<file path="src/rtl/csr_rmw_pkg.sv">
package csr_rmw_pkg;

  typedef enum logic [1:0] {
    OP_NONE = 2'b00,
    OP_SWAP = 2'b01,
    OP_SET  = 2'b10,
    OP_CLR  = 2'b11
  } csr_op_e;

  localparam int NUM_CSR = 6;
  localparam int IDX_W   = $clog2(NUM_CSR);

  // table slots
  localparam int SLOT_USCR = 0;
  localparam int SLOT_SSCR = 1;
  localparam int SLOT_MSCR = 2;
  localparam int SLOT_MEPC = 3;
  localparam int SLOT_ARCH = 4;
  localparam int SLOT_HART = 5;

  function automatic logic [11:0] slot_addr(input int slot);
    case (slot)
      SLOT_USCR: slot_addr = 12'h040;
      SLOT_SSCR: slot_addr = 12'h140;
      SLOT_MSCR: slot_addr = 12'h340;
      SLOT_MEPC: slot_addr = 12'h341;
      SLOT_ARCH: slot_addr = 12'hF12;
      default:   slot_addr = 12'hF14;
    endcase
  endfunction

  function automatic bit slot_is_const(input int slot);
    slot_is_const = (slot == SLOT_ARCH) || (slot == SLOT_HART);
  endfunction

endpackage

</file>
<file path="src/rtl/csr_rmw_decode.sv">
module csr_rmw_decode
  import csr_rmw_pkg::*;
(
  input  logic [11:0]      addr,
  output logic             hit,
  output logic [IDX_W-1:0] idx,
  output logic             read_only,
  output logic [1:0]       min_priv
);

  logic [NUM_CSR-1:0] match;

  for (genvar g = 0; g < NUM_CSR; g++) begin : g_match
    assign match[g] = (addr == slot_addr(g));
  end

  always_comb begin
    idx = '0;
    for (int i = 0; i < NUM_CSR; i++) begin
      if (match[i]) idx = IDX_W'(i);
    end
  end

  assign hit       = |match;
  assign read_only = (addr[11:10] == 2'b11);
  assign min_priv  = addr[9:8];

endmodule

</file>
<file path="src/rtl/csr_rmw_mask.sv">
module csr_rmw_mask
  import csr_rmw_pkg::*;
#(
  parameter int XLEN = 32
) (
  input  logic [1:0]      op,
  input  logic [XLEN-1:0] src,
  input  logic            src_nz,
  output logic [XLEN-1:0] mask,
  output logic [XLEN-1:0] wval,
  output logic            op_ok
);

  always_comb begin
    mask  = '0;
    wval  = '0;
    op_ok = 1'b1;
    case (csr_op_e'(op))
      OP_SWAP: begin
        mask = '1;
        wval = src;
      end
      OP_SET: begin
        mask = src_nz ? src : '0;
        wval = '1;
      end
      OP_CLR: begin
        mask = src_nz ? src : '0;
        wval = '0;
      end
      default: op_ok = 1'b0;
    endcase
  end

endmodule

</file>
<file path="src/rtl/csr_rmw_regfile.sv">
module csr_rmw_regfile
  import csr_rmw_pkg::*;
#(
  parameter int          XLEN    = 32,
  parameter logic [31:0] HART_ID = 32'h0,
  parameter logic [31:0] ARCH_ID = 32'h5
) (
  input  logic                    clk,
  input  logic                    rst,
  input  logic                    we,
  input  logic [IDX_W-1:0]        idx,
  input  logic [XLEN-1:0]         wdata,
  output logic [XLEN-1:0]         rdata,
  output logic [NUM_CSR*XLEN-1:0] flat
);

  logic [XLEN-1:0] cells [NUM_CSR];

  for (genvar g = 0; g < NUM_CSR; g++) begin : g_cell
    if (g == SLOT_HART) begin : g_hart
      assign cells[g] = XLEN'(HART_ID);
    end else if (g == SLOT_ARCH) begin : g_arch
      assign cells[g] = XLEN'(ARCH_ID);
    end else begin : g_rw
      localparam logic [XLEN-1:0] IMPL =
        (g == SLOT_MEPC) ? {{(XLEN-1){1'b1}}, 1'b0} : {XLEN{1'b1}};
      logic [XLEN-1:0] q;
      always_ff @(posedge clk) begin
        if (rst) q <= '0;
        else if (we && idx == IDX_W'(g)) q <= wdata & IMPL;
      end
      assign cells[g] = q;
      if (g == SLOT_MEPC) begin : g_lsb_chk
        a_r11_mepc_lsb_zero: assert property (@(posedge clk) disable iff (rst)
          !q[0]);
      end
    end
    assign flat[g*XLEN +: XLEN] = cells[g];
  end

  assign rdata = cells[idx];

endmodule

</file>
<file path="src/rtl/csr_rmw_unit.sv">
module csr_rmw_unit
  import csr_rmw_pkg::*;
#(
  parameter int          XLEN    = 32,
  parameter logic [31:0] HART_ID = 32'h0,
  parameter logic [31:0] ARCH_ID = 32'h5
) (
  input  logic            clk,
  input  logic            rst,
  input  logic            req_valid,
  input  logic [1:0]      req_op,
  input  logic [11:0]     req_addr,
  input  logic [XLEN-1:0] req_src,
  input  logic            req_src_nz,
  input  logic [1:0]      req_priv,
  output logic            rsp_valid,
  output logic [XLEN-1:0] rsp_rdata,
  output logic            rsp_illegal
);

  logic                    hit, read_only, op_ok, access_ok, wr_en;
  logic [IDX_W-1:0]        idx;
  logic [1:0]              min_priv;
  logic [XLEN-1:0]         mask, wval, old_val, new_val;
  logic [NUM_CSR*XLEN-1:0] csr_flat;

  csr_rmw_decode u_dec (
    .addr      (req_addr),
    .hit       (hit),
    .idx       (idx),
    .read_only (read_only),
    .min_priv  (min_priv)
  );

  csr_rmw_mask #(.XLEN(XLEN)) u_mask (
    .op     (req_op),
    .src    (req_src),
    .src_nz (req_src_nz),
    .mask   (mask),
    .wval   (wval),
    .op_ok  (op_ok)
  );

  csr_rmw_regfile #(.XLEN(XLEN), .HART_ID(HART_ID), .ARCH_ID(ARCH_ID)) u_rf (
    .clk   (clk),
    .rst   (rst),
    .we    (wr_en),
    .idx   (idx),
    .wdata (new_val),
    .rdata (old_val),
    .flat  (csr_flat)
  );

  assign access_ok = op_ok && hit && (min_priv <= req_priv) &&
                     !(read_only && (|mask));
  assign new_val   = (old_val & ~mask) | (wval & mask);
  assign wr_en     = req_valid && access_ok && (|mask);

  always_ff @(posedge clk) begin
    if (rst) begin
      rsp_valid   <= 1'b0;
      rsp_rdata   <= '0;
      rsp_illegal <= 1'b0;
    end else begin
      rsp_valid <= req_valid;
      if (req_valid) begin
        rsp_rdata   <= access_ok ? old_val : '0;
        rsp_illegal <= !access_ok;
      end else begin
        rsp_illegal <= 1'b0;
      end
    end
  end

  a_r10_rsp_follows_req: assert property (@(posedge clk) disable iff (rst)
    req_valid |=> rsp_valid);
  a_r10_no_rsp_when_idle: assert property (@(posedge clk) disable iff (rst)
    !req_valid |=> !rsp_valid);
  a_r13_refused_returns_zero: assert property (@(posedge clk) disable iff (rst)
    rsp_illegal |-> (rsp_rdata == '0));
  a_r9_undefined_op: assert property (@(posedge clk) disable iff (rst)
    (req_valid && req_op == OP_NONE) |=> rsp_illegal);
  a_r7_priv_too_low: assert property (@(posedge clk) disable iff (rst)
    (req_valid && req_addr[9:8] > req_priv) |=> rsp_illegal);
  a_r8_swap_read_only: assert property (@(posedge clk) disable iff (rst)
    (req_valid && req_addr[11:10] == 2'b11 && req_op == OP_SWAP) |=> rsp_illegal);
  a_r4_zero_index_no_write: assert property (@(posedge clk) disable iff (rst)
    (req_valid && (req_op == OP_SET || req_op == OP_CLR) && !req_src_nz)
      |=> $stable(csr_flat));
  a_r13_refused_no_write: assert property (@(posedge clk) disable iff (rst)
    (req_valid && !op_ok) |=> $stable(csr_flat));

endmodule

</file>
<file path="config.mk">
export PLATFORM = sky130hd
export DESIGN_NAME = csr_rmw_unit
export DESIGN_NICKNAME = d
export VERILOG_FILES = /design/src/rtl/csr_rmw_pkg.sv /design/src/rtl/csr_rmw_decode.sv /design/src/rtl/csr_rmw_mask.sv /design/src/rtl/csr_rmw_regfile.sv /design/src/rtl/csr_rmw_unit.sv
export SDC_FILE = /design/constraint.sdc
export NUM_CORES = 1
export LEC_CHECK = 0
export ABC_AREA = 1
export BUFFER_PORTS_ARGS = -buffer_cell sky130_fd_sc_hd__buf_2
export CORE_UTILIZATION = 45
export CTS_BUF_LIST = sky130_fd_sc_hd__clkbuf_16
export DETAILED_ROUTE_END_ITERATION = 10
export GPL_TIMING_DRIVEN = 1
export PLACE_DENSITY_LB_ADDON = 0.08
export REMOVE_ABC_BUFFERS = 1
export SYNTH_ARGS = -nofsm -noshare
export SYNTH_HDL_FRONTEND = slang
export SYNTH_HIERARCHICAL = 1
export SYNTH_SLANG_ARGS = --single-unit
</file>
<file path="constraint.sdc">
create_clock -name clk -period 2.3 [get_ports clk]
set_clock_uncertainty 0.1 [all_clocks]
set_input_delay 0.23 -clock clk [delete_from_list [all_inputs] [get_ports clk]]
set_output_delay 0.23 -clock clk [all_outputs]
set_load 0.05 [all_outputs]
</file>
Word-level counts from Yosys, hierarchy flattened
Cells that the tools add are included.

storage, ports and cells
  output and inout port bits = 34
  logic and storage cells = 59
  input port bits = 52
  flip-flop bits (word level) = 161

operators by class
  reduce and logical (&&, ||, !) cells = 18
  equal/unequal tests = 13
  $lt $le $gt $ge = 2
  bitwise gates (word level) = 6
  multiplexer cells = 13

operators with widths
  kind                                                               count
  32-bit two-way mux                                                 4
  32-bit one-hot mux with 2 select lines                             2
  32-bit binary-select mux with 3-bit select                         1
  32-bit bitwise AND                                                 2
  32-bit NOT                                                         1
  32-bit bitwise OR                                                  1
  32-bit OR reduction                                                1
  12-bit by 10-bit == test with 1-bit output, second input constant  2
  12-bit == test, second input constant                              2
  12-bit by 7-bit == test with 1-bit output, second input constant   1
  12-bit by 9-bit == test with 1-bit output, second input constant   1
  1-bit logical AND                                                  10
  2-bit == test, second input constant                               3
  3-bit by 2-bit == test with 1-bit output, second input constant    2
  3-bit two-way mux                                                  2
  6-bit OR reduction                                                 1
  4-bit greater-or-equal comparator, second input constant           1
  2-bit two-way mux                                                  2
  3-bit NOT with 4-bit output                                        1
  2-bit OR reduction                                                 2
  3-bit by 1-bit == test with 1-bit output, second input constant    1
  3-bit logical NOT                                                  1
  3-bit OR reduction                                                 1
  2-bit by 1-bit == test with 1-bit output, second input constant    1
  4 further kinds                                                    6

Logic depth before layout (Yosys ltp)
Gate-level depths: netlist (run 1).

  depth in word-level cells = 12
  mapped depth = 19
  mapped depth without buffers = 17

Cells and area by module
The synthesis (run 1) kept the hierarchy.

by module, submodules not included
  module           times used  area an instance (um^2)  cells an instance
  csr_rmw_regfile  1           6831.6                   1080
  csr_rmw_unit     1           1876.8                   231
  csr_rmw_mask     1           880.8                    156
  csr_rmw_decode   1           229.0                    45

Worst setup path before layout (run 1)
No wires, ideal clock.

  kind = in2reg
  from = in req_op[1]
  to = reg u_rf.g_cell[2].g_rw.q[10]
  path slack = -0.042 ns
  required time = 2.087 ns
  stages on the path = 18
  library setup time = 0.113 ns
  data arrival time = 2.130 ns
  path through = buf_2 inv_2 nand2_4 buf_6 nand2_1 nor2_1 nand2_1 nor2_2 nand4_1 a21boi_0 nand3_1 inv_1 inv_1 nor2_4 clkbuf_1 nand3_1 nand2_1 nor2_1

on the way
  word-level cells in the longest chain between the ends = 10
  elaborated cells on any way between the ends = 21

ends and longest elaborated chain
  item                                        RTL line                                source
  from (decl)                                 csr_rmw_unit.sv:11                      input logic [1:0] req_op,
  2-bit == test                               csr_rmw_mask.sv:18                      case (csr_op_e'(op))
  2-bit OR reduction (no line)                n/a
  32-bit one-hot mux with 2 select lines (*)  csr_rmw_mask.sv:18
  net mask[7]                                 csr_rmw_unit.sv:24                      logic [XLEN-1:0] mask, wval, old_val, new_val;
  32-bit OR reduction (*)                     csr_rmw_unit.sv:55, csr_rmw_unit.sv:57
  1-bit logical AND                           csr_rmw_unit.sv:55                      !(read_only && (|mask));
  1-bit logical NOT                           csr_rmw_unit.sv:55
  1-bit logical AND                           csr_rmw_unit.sv:54                      assign access_ok = op_ok && hit && (min_priv <= req_priv) &&
  1-bit logical AND                           csr_rmw_unit.sv:57                      assign wr_en = req_valid && access_ok && (|mask);
  1-bit logical AND (*)                       csr_rmw_unit.sv:57
  net wr_en                                   csr_rmw_unit.sv:21                      logic hit, read_only, op_ok, access_ok, wr_en;
  1-bit logical AND (*)                       csr_rmw_regfile.sv:30                   else if (we && idx == IDX_W'(g)) q <= wdata & IMPL;
  to (signal assigned)                        csr_rmw_regfile.sv:30
  to (decl)                                   csr_rmw_regfile.sv:27                   logic [XLEN-1:0] q;

The timed path passes the listed nets; every way through them passes the cells marked *.
A chain may end at the register's enable or synchronous reset.

Worst setup path after layout (run 1)
  from = in req_op[1]
  to = reg u_rf.g_cell[1].g_rw.q[22]

on the way
  word-level cells in the longest chain between the ends = 10
  elaborated cells on any way between the ends = 21

ends and longest elaborated chain
  item                                        RTL line
  2-bit == test                               csr_rmw_mask.sv:18
  2-bit OR reduction (no line)                n/a
  32-bit one-hot mux with 2 select lines (*)  csr_rmw_mask.sv:18
  net mask[24]                                csr_rmw_unit.sv:24
  32-bit OR reduction (*)                     csr_rmw_unit.sv:55, csr_rmw_unit.sv:57
  1-bit logical AND                           csr_rmw_unit.sv:55
  1-bit logical NOT                           csr_rmw_unit.sv:55
  1-bit logical AND                           csr_rmw_unit.sv:54
  1-bit logical AND                           csr_rmw_unit.sv:57
  1-bit logical AND (*)                       csr_rmw_unit.sv:57
  net wr_en                                   csr_rmw_unit.sv:21
  1-bit logical AND (*)                       csr_rmw_regfile.sv:30
  to (signal assigned)                        csr_rmw_regfile.sv:30
  to (decl)                                   csr_rmw_regfile.sv:27

Marked as above.

==> impl_metrics.env, run 1 <==
export IMPL_status="finished, final reports clean"
export IMPL_switching_share=0.2558
export IMPL_final_nets=1667
export IMPL_antenna_found_initial=0
export IMPL_cp_arrival_ns=2.49
export IMPL_final_cell_mix="nand2_1, nor2_1, nand3_1"
export IMPL_drt_wl_total_mm=33.35
export IMPL_cts_sinks=161
export IMPL_rows=52
export IMPL_setup_slack_ns=0.03520
export IMPL_slowest_delay_ns=0.21
export IMPL_finalSetupViolCount=0
export IMPL_synthesis_area_mm2=0.009323
export IMPL_globalplace_congestion=0.8260
export IMPL_fill_cells=1981
export IMPL_dr_total_vias=10010
export IMPL_fin_area_mm2=0.01224
export IMPL_startpoint_type="primary input"
export IMPL_pin_count=86
export IMPL_clkTransAtPathRegs_ns=0.06
export IMPL_worstPathCellList="buf_12 -> inv_6 -> nand2_8 -> buf_12 -> nand2_1 -> nor2_2 -> nand3_2 -> nor2_2 -> nand4_1 -> a21boi_1 -> nand3_1 -> inv_2 -> inv_2 -> nor2_4 -> buf_12 -> clkbuf_16 -> nand3_1 -> nand2_1 -> nor2_1"
export IMPL_final_setup_tns_ns=0
export IMPL_clock_path_buffers=2
export IMPL_overflow=0
export IMPL_hold_viol_final=0
export IMPL_ctsRootBufferMaster="clkbuf_16"
export IMPL_period_minus_slack_ns=2.265
export IMPL_vdd_drop_max_v=0.0004728
export IMPL_cts_made_buffers=17
export IMPL_p_seq_frac=0.445
export IMPL_hpwl_mm=18.87
export IMPL_p_sw_mw=1.604
export IMPL_core_area_mm2=0.02030
export IMPL_r2r_cells=9
export IMPL_wl_per_cell_um=17.64
export IMPL_rsz0062_at_grt="true"
export IMPL_critical_path_startpoint="req_op[1]"
export IMPL_die_width_um=145.9
export IMPL_final_common_cell="nand2_1"
export IMPL_start_util=0.4593
export IMPL_multiInputGateArea_mm2=0.005410
export IMPL_drt_iter0_markers=867
export IMPL_p_int_mw=4.666
export IMPL_tritoncts="yes"
export IMPL_reg2reg_slack_ns=0.82
export IMPL_r2r_start="u_rf/g_cell[2].g_rw.q[11]"
export IMPL_port_buffers=85
export IMPL_cp_depth=19
export IMPL_antenna_left=0
export IMPL_cpLargestDelayFamily="simple AND/OR/NAND/NOR gates"
export IMPL_critPathCapture="u_rf/g_cell[1].g_rw.q[22]"
export IMPL_p_clk_frac=0.437
export IMPL_clock_latency_ns=0.42
export IMPL_power_density_mw_per_mm2=512.3
export IMPL_slew_viol_final=0
export IMPL_grt_pass1_wl_mm=49.53
export IMPL_cp_common_cell="buf_12"
export IMPL_power_leakage_nw=5.496
export IMPL_viasPerCell=5.292
export IMPL_drt_pass1_iterations=5
export IMPL_n_antenna_cell=0
export IMPL_synth_warnings=6
export IMPL_post_route_drc_count=0
export IMPL_required_ns=2.52
export IMPL_fin_crit_sh=0.9847
export IMPL_crit_path_end_kind="flip-flop"
export IMPL_slowest_stage="buf_12"
export IMPL_cap_violations=0
export IMPL_place_area_mm2=0.01077
export IMPL_share_comb_of_total_power=0.118
export IMPL_grt_max_degree=128
export IMPL_fmax_mhz=441.5
export IMPL_synth_area_per_cell_um2=6.452
export IMPL_r2r_end="u_rf/g_cell[1].g_rw.q[11]"
export IMPL_finalPower_mw=6.270
export IMPL_htreeDepth=4
export IMPL_layout_drive_gt1_share=0.2739
export IMPL_area_growth_pct=31.27
export IMPL_dieHeight_um=145.9
export IMPL_path_buf_inv=7
export IMPL_gr_usage_all_layers=0.2971
export IMPL_slew_headroom=0.5250
export IMPL_dieArea_mm2=0.02130
export IMPL_hold_class="in -> reg"
export IMPL_crit_fanout=8
export IMPL_syn_inst=1445
export IMPL_grt_pass1_vias=9155
export IMPL_crit_type="in -> reg"
export IMPL_tightestPinTransition_ns=0.7125
export IMPL_dp_worst_setup_slack_ns=-0.5197
export IMPL_seqCellArea_mm2=0.003223
[worst register-to-register path, stage by stage, from the launching register on]
cell	delay (ns)
dfxtp_1	0.32
nand3_1	0.08
nand2_1	0.05
nor2_1	0.10
nor2_1	0.07
mux2_2	0.27
inv_1	0.16
nand3_1	0.10
nand2_1	0.09
nor2_1	0.05
[layout make-up]
cell class                      instances  share of cell area
Multi-Input combinational cell       1109              0.4421
Inverter                               62             0.01953
Clock buffer                           17             0.03476
Sequential cell                       161              0.2634
Timing Repair Buffer                  259              0.2025
Clock inverter                         13             0.01012
Tap cell                              270             0.02760
[layer usage]
metal / vias up / track usage / wire, µm
met4: 0 / 0.07737 / 719
met3: 58 / 0.05016 / 2391
met5: - / 0 / 0
li1: 4941 / - / -
met1: 4604 / 0.4048 / 14810
met2: 405 / 0.4849 / 15430
[power by group through the flow]
stage | logic, mW | clock network, mW | registers [mW]
after floorplan | 0.312 | 0 | 2.86
after global placement | 0.659 | 0 | 2.85
after detailed placement | 0.662 | 0 | 2.85
after CTS | 0.676 | 2.77 | 2.79
after global routing | 0.798 | 2.87 | 2.79
final | 0.742 | 2.74 | 2.79
[flip-flops by register name (all words and copies together) (netlist names)]
register and count:
rsp_illegal 1, rsp_rdata 32, u_rf/g_cell.g_rw.q 127, rsp_valid 1
[stage by stage]
step | hold WS [ns] | std cells | utilization
finish | 0.05480 | 1891 | 0.6029
floorplan | 0.1924 | 1332 | -
global placement | 0.3482 | 1829 | 0.5306
detailed placement | 0.3519 | 1829 | 0.5306
global route | 0.06575 | 1891 | 0.6029
CTS | 0.05344 | 1866 | 0.5663
[what timing repair did]
item / CTS / global route
pin swaps: 5 / 28
hold endpoints to repair: 0 / 0
gates resized for setup: 9 / 80
hold buffers: 0 / 0
setup endpoints to repair: 97 / 121
cloned: 4 / 14
buffers inserted: 3 / 11
[how the worst min path moves through the flow]
stage	from	end	slack, ns	cells past startpoint
final	rst	rsp_rdata[25]	0.05	2
after global routing	rst	rsp_rdata[27]	0.07	2
after CTS	rst	rsp_rdata[27]	0.05	2
after detailed placement	rsp_rdata[5]	rsp_rdata[5]	0.35	2
after global placement	u_rf/g_cell[0].g_rw.q[0]	u_rf/g_cell[0].g_rw.q[0]	0.35	2
after floorplan	rst	rsp_rdata[31]	0.19	1
No activity file was read; power rests on OpenSTA's default activity.
==> inputs of run 2 (changes only) <==
CORE_ASPECT_RATIO = 0.75   (was not set)
PLACE_DENSITY = 0.64   (was not set)
PLACE_DENSITY_LB_ADDON = not set   (was 0.08)
==> impl_metrics.env, run 2 (synthesis results as in run 1) <==
export IMPL_dp_cells=1819
export IMPL_slew_headroom=0.6141
export IMPL_ctsRootBufferMaster="clkbuf_16"
export IMPL_gr_usage_all_layers=0.2880
export IMPL_clock_path_buffers=2
export IMPL_drt_pass1_iterations=6
export IMPL_largest_register="u_rf/g_cell.g_rw.q"
export IMPL_startpoint_type="primary input"
export IMPL_clkTransAtPathRegs_ns=0.07
export IMPL_power_density_mw_per_mm2=560.2
export IMPL_viasPerCell=5.324
export IMPL_n_antenna_cell=0
export IMPL_wl_per_cell_um=16.42
export IMPL_hpwl_mm=19.43
export IMPL_finalSetupViolCount=0
export IMPL_grt_max_degree=69
export IMPL_status="finished, final reports clean"
export IMPL_crit_path_end_kind="flip-flop"
export IMPL_period_minus_slack_ns=2.288
export IMPL_fmax_mhz=437.0
export IMPL_crit_fanout=18
export IMPL_hold_viol_final=0
export IMPL_htreeDepth=4
export IMPL_cts_hold_buf=0
export IMPL_core_area_mm2=0.02027
export IMPL_drt_wl_total_mm=30.54
export IMPL_crit_type="in -> reg"
export IMPL_pin_count=86
export IMPL_cp_arrival_ns=2.52
export IMPL_vdd_drop_max_v=0.0004146
export IMPL_final_setup_tns_ns=0
export IMPL_met3_usage=0.04774
export IMPL_reg_top3="u_rf/g_cell.g_rw.q: 127 flops, rsp_rdata: 32 flops"
export IMPL_utilization=0.5749
export IMPL_required_ns=2.53
export IMPL_cts_made_buffers=17
export IMPL_tritoncts="yes"
export IMPL_setup_slack_ns=0.01168
export IMPL_globalplace_congestion=0.8572
export IMPL_antenna_found_initial=0
export IMPL_final_cell_mix="nand2_1, nor2_1, nand3_1"
export IMPL_final_nets=1646
export IMPL_area_growth_pct=25.00
export IMPL_fin_crit_sh=0.9949
export IMPL_dieHeight_um=126.7
export IMPL_final_common_cell="nand2_1"
export IMPL_final_cells=1860
export IMPL_reg2reg_slack_ns=0.82
export IMPL_grt_busiest_layer="met2"
export IMPL_dr_total_vias=9903
export IMPL_drt_iter0_markers=1008
export IMPL_layout_drive_gt1_share=0.2403
export IMPL_hold_class="in -> reg"
export IMPL_fill_cells=1961
export IMPL_use_met2=0.4620
export IMPL_die_width_um=168.2
export IMPL_post_route_drc_count=0
export IMPL_cts_sinks=161
export IMPL_overflow=0
export IMPL_dp_worst_setup_slack_ns=-0.4994
export IMPL_tightestPinTransition_ns=0.5789
export IMPL_antenna_left=0
export IMPL_power_leakage_nw=5.318
export IMPL_port_buffers=85
export IMPL_largest_reg_flops=127
export IMPL_use_met1=0.4048
export IMPL_start_util=0.4599
export IMPL_grt_pass1_wl_mm=48.43
export IMPL_grt_pass1_vias=9164
export IMPL_rsz0062_at_grt="true"
export IMPL_rows=45
export IMPL_slew_viol_final=0
export IMPL_clock_latency_ns=0.43
export IMPL_dieArea_mm2=0.02130
export IMPL_cap_violations=0
-- run 2: per-layer routing --
layer | up-vias | share of wire
li1 | 4894 | -
met1 | 4504 | 0.46
met2 | 459 | 0.45
met3 | 46 | 0.081
met4 | 0 | 0.014
met5 | - | 0
-- run 2: area by class of cell --
type                    count  area, µm²  area share
repair buffers            238       2036      0.1747
multi-input cells        1109       5220      0.4479
well taps                 258      322.8     0.02770
clock buffers              17      425.4     0.03650
flip-flops and latches    161       3223      0.2766
clock inverters            15      192.7     0.01653
inverters                  62      234.0     0.02008
-- run 2: stage by stage --
step,area (µm²),hold slack (ns),total power [mW]
after floorplan,8610,0.1924,3.172
after global placement,10850,0.3468,3.512
after detailed placement,10850,0.3517,3.521
after CTS,11550,0.2588,6.548
after global routing,11650,0.2868,6.747
final,11650,0.2582,6.529
-- run 2: worst max-delay path: stages --
cell       delay [ns]
buf_2            0.12
inv_2            0.07
nand2_8          0.11
buf_12           0.15
nand2_1          0.14
nor2_2           0.14
nand2_1          0.07
nor2_2           0.12
nand4_1          0.18
a21boi_2         0.23
nand3_2          0.11
inv_2            0.10
inv_2            0.05
nor2_4           0.12
buf_12           0.16
clkbuf_16        0.19
nand3_1          0.08
nand2_1          0.08
nor2_1           0.04
-- run 2: what timing repair did --
| item | CTS | global route |
|---|---|---|
| setup buffers | 2 | 5 |
| gates resized for setup | 10 | 12 |
| cloned | 1 | 2 |
| endpoints found under the setup margin | 126 | 126 |
| pin swaps | 5 | 12 |
-- run 2: power breakdown --
part           internal (mW)  switching, mW  total (mW)
clock network           1.81           1.23        3.04
registers               2.79       0.000446        2.79
logic                  0.277          0.424       0.701
-- run 2: path summary, 6_finish.rpt --
kind                        startpoint  depth (start not counted)                         to
max reg2reg  u_rf/g_cell[3].g_rw.q[16]                          9  u_rf/g_cell[1].g_rw.q[16]
max                          req_op[1]                         19   u_rf/g_cell[1].g_rw.q[1]
min                                rst                          3              rsp_rdata[31]
min reg2reg               rsp_rdata[6]                          2               rsp_rdata[6]
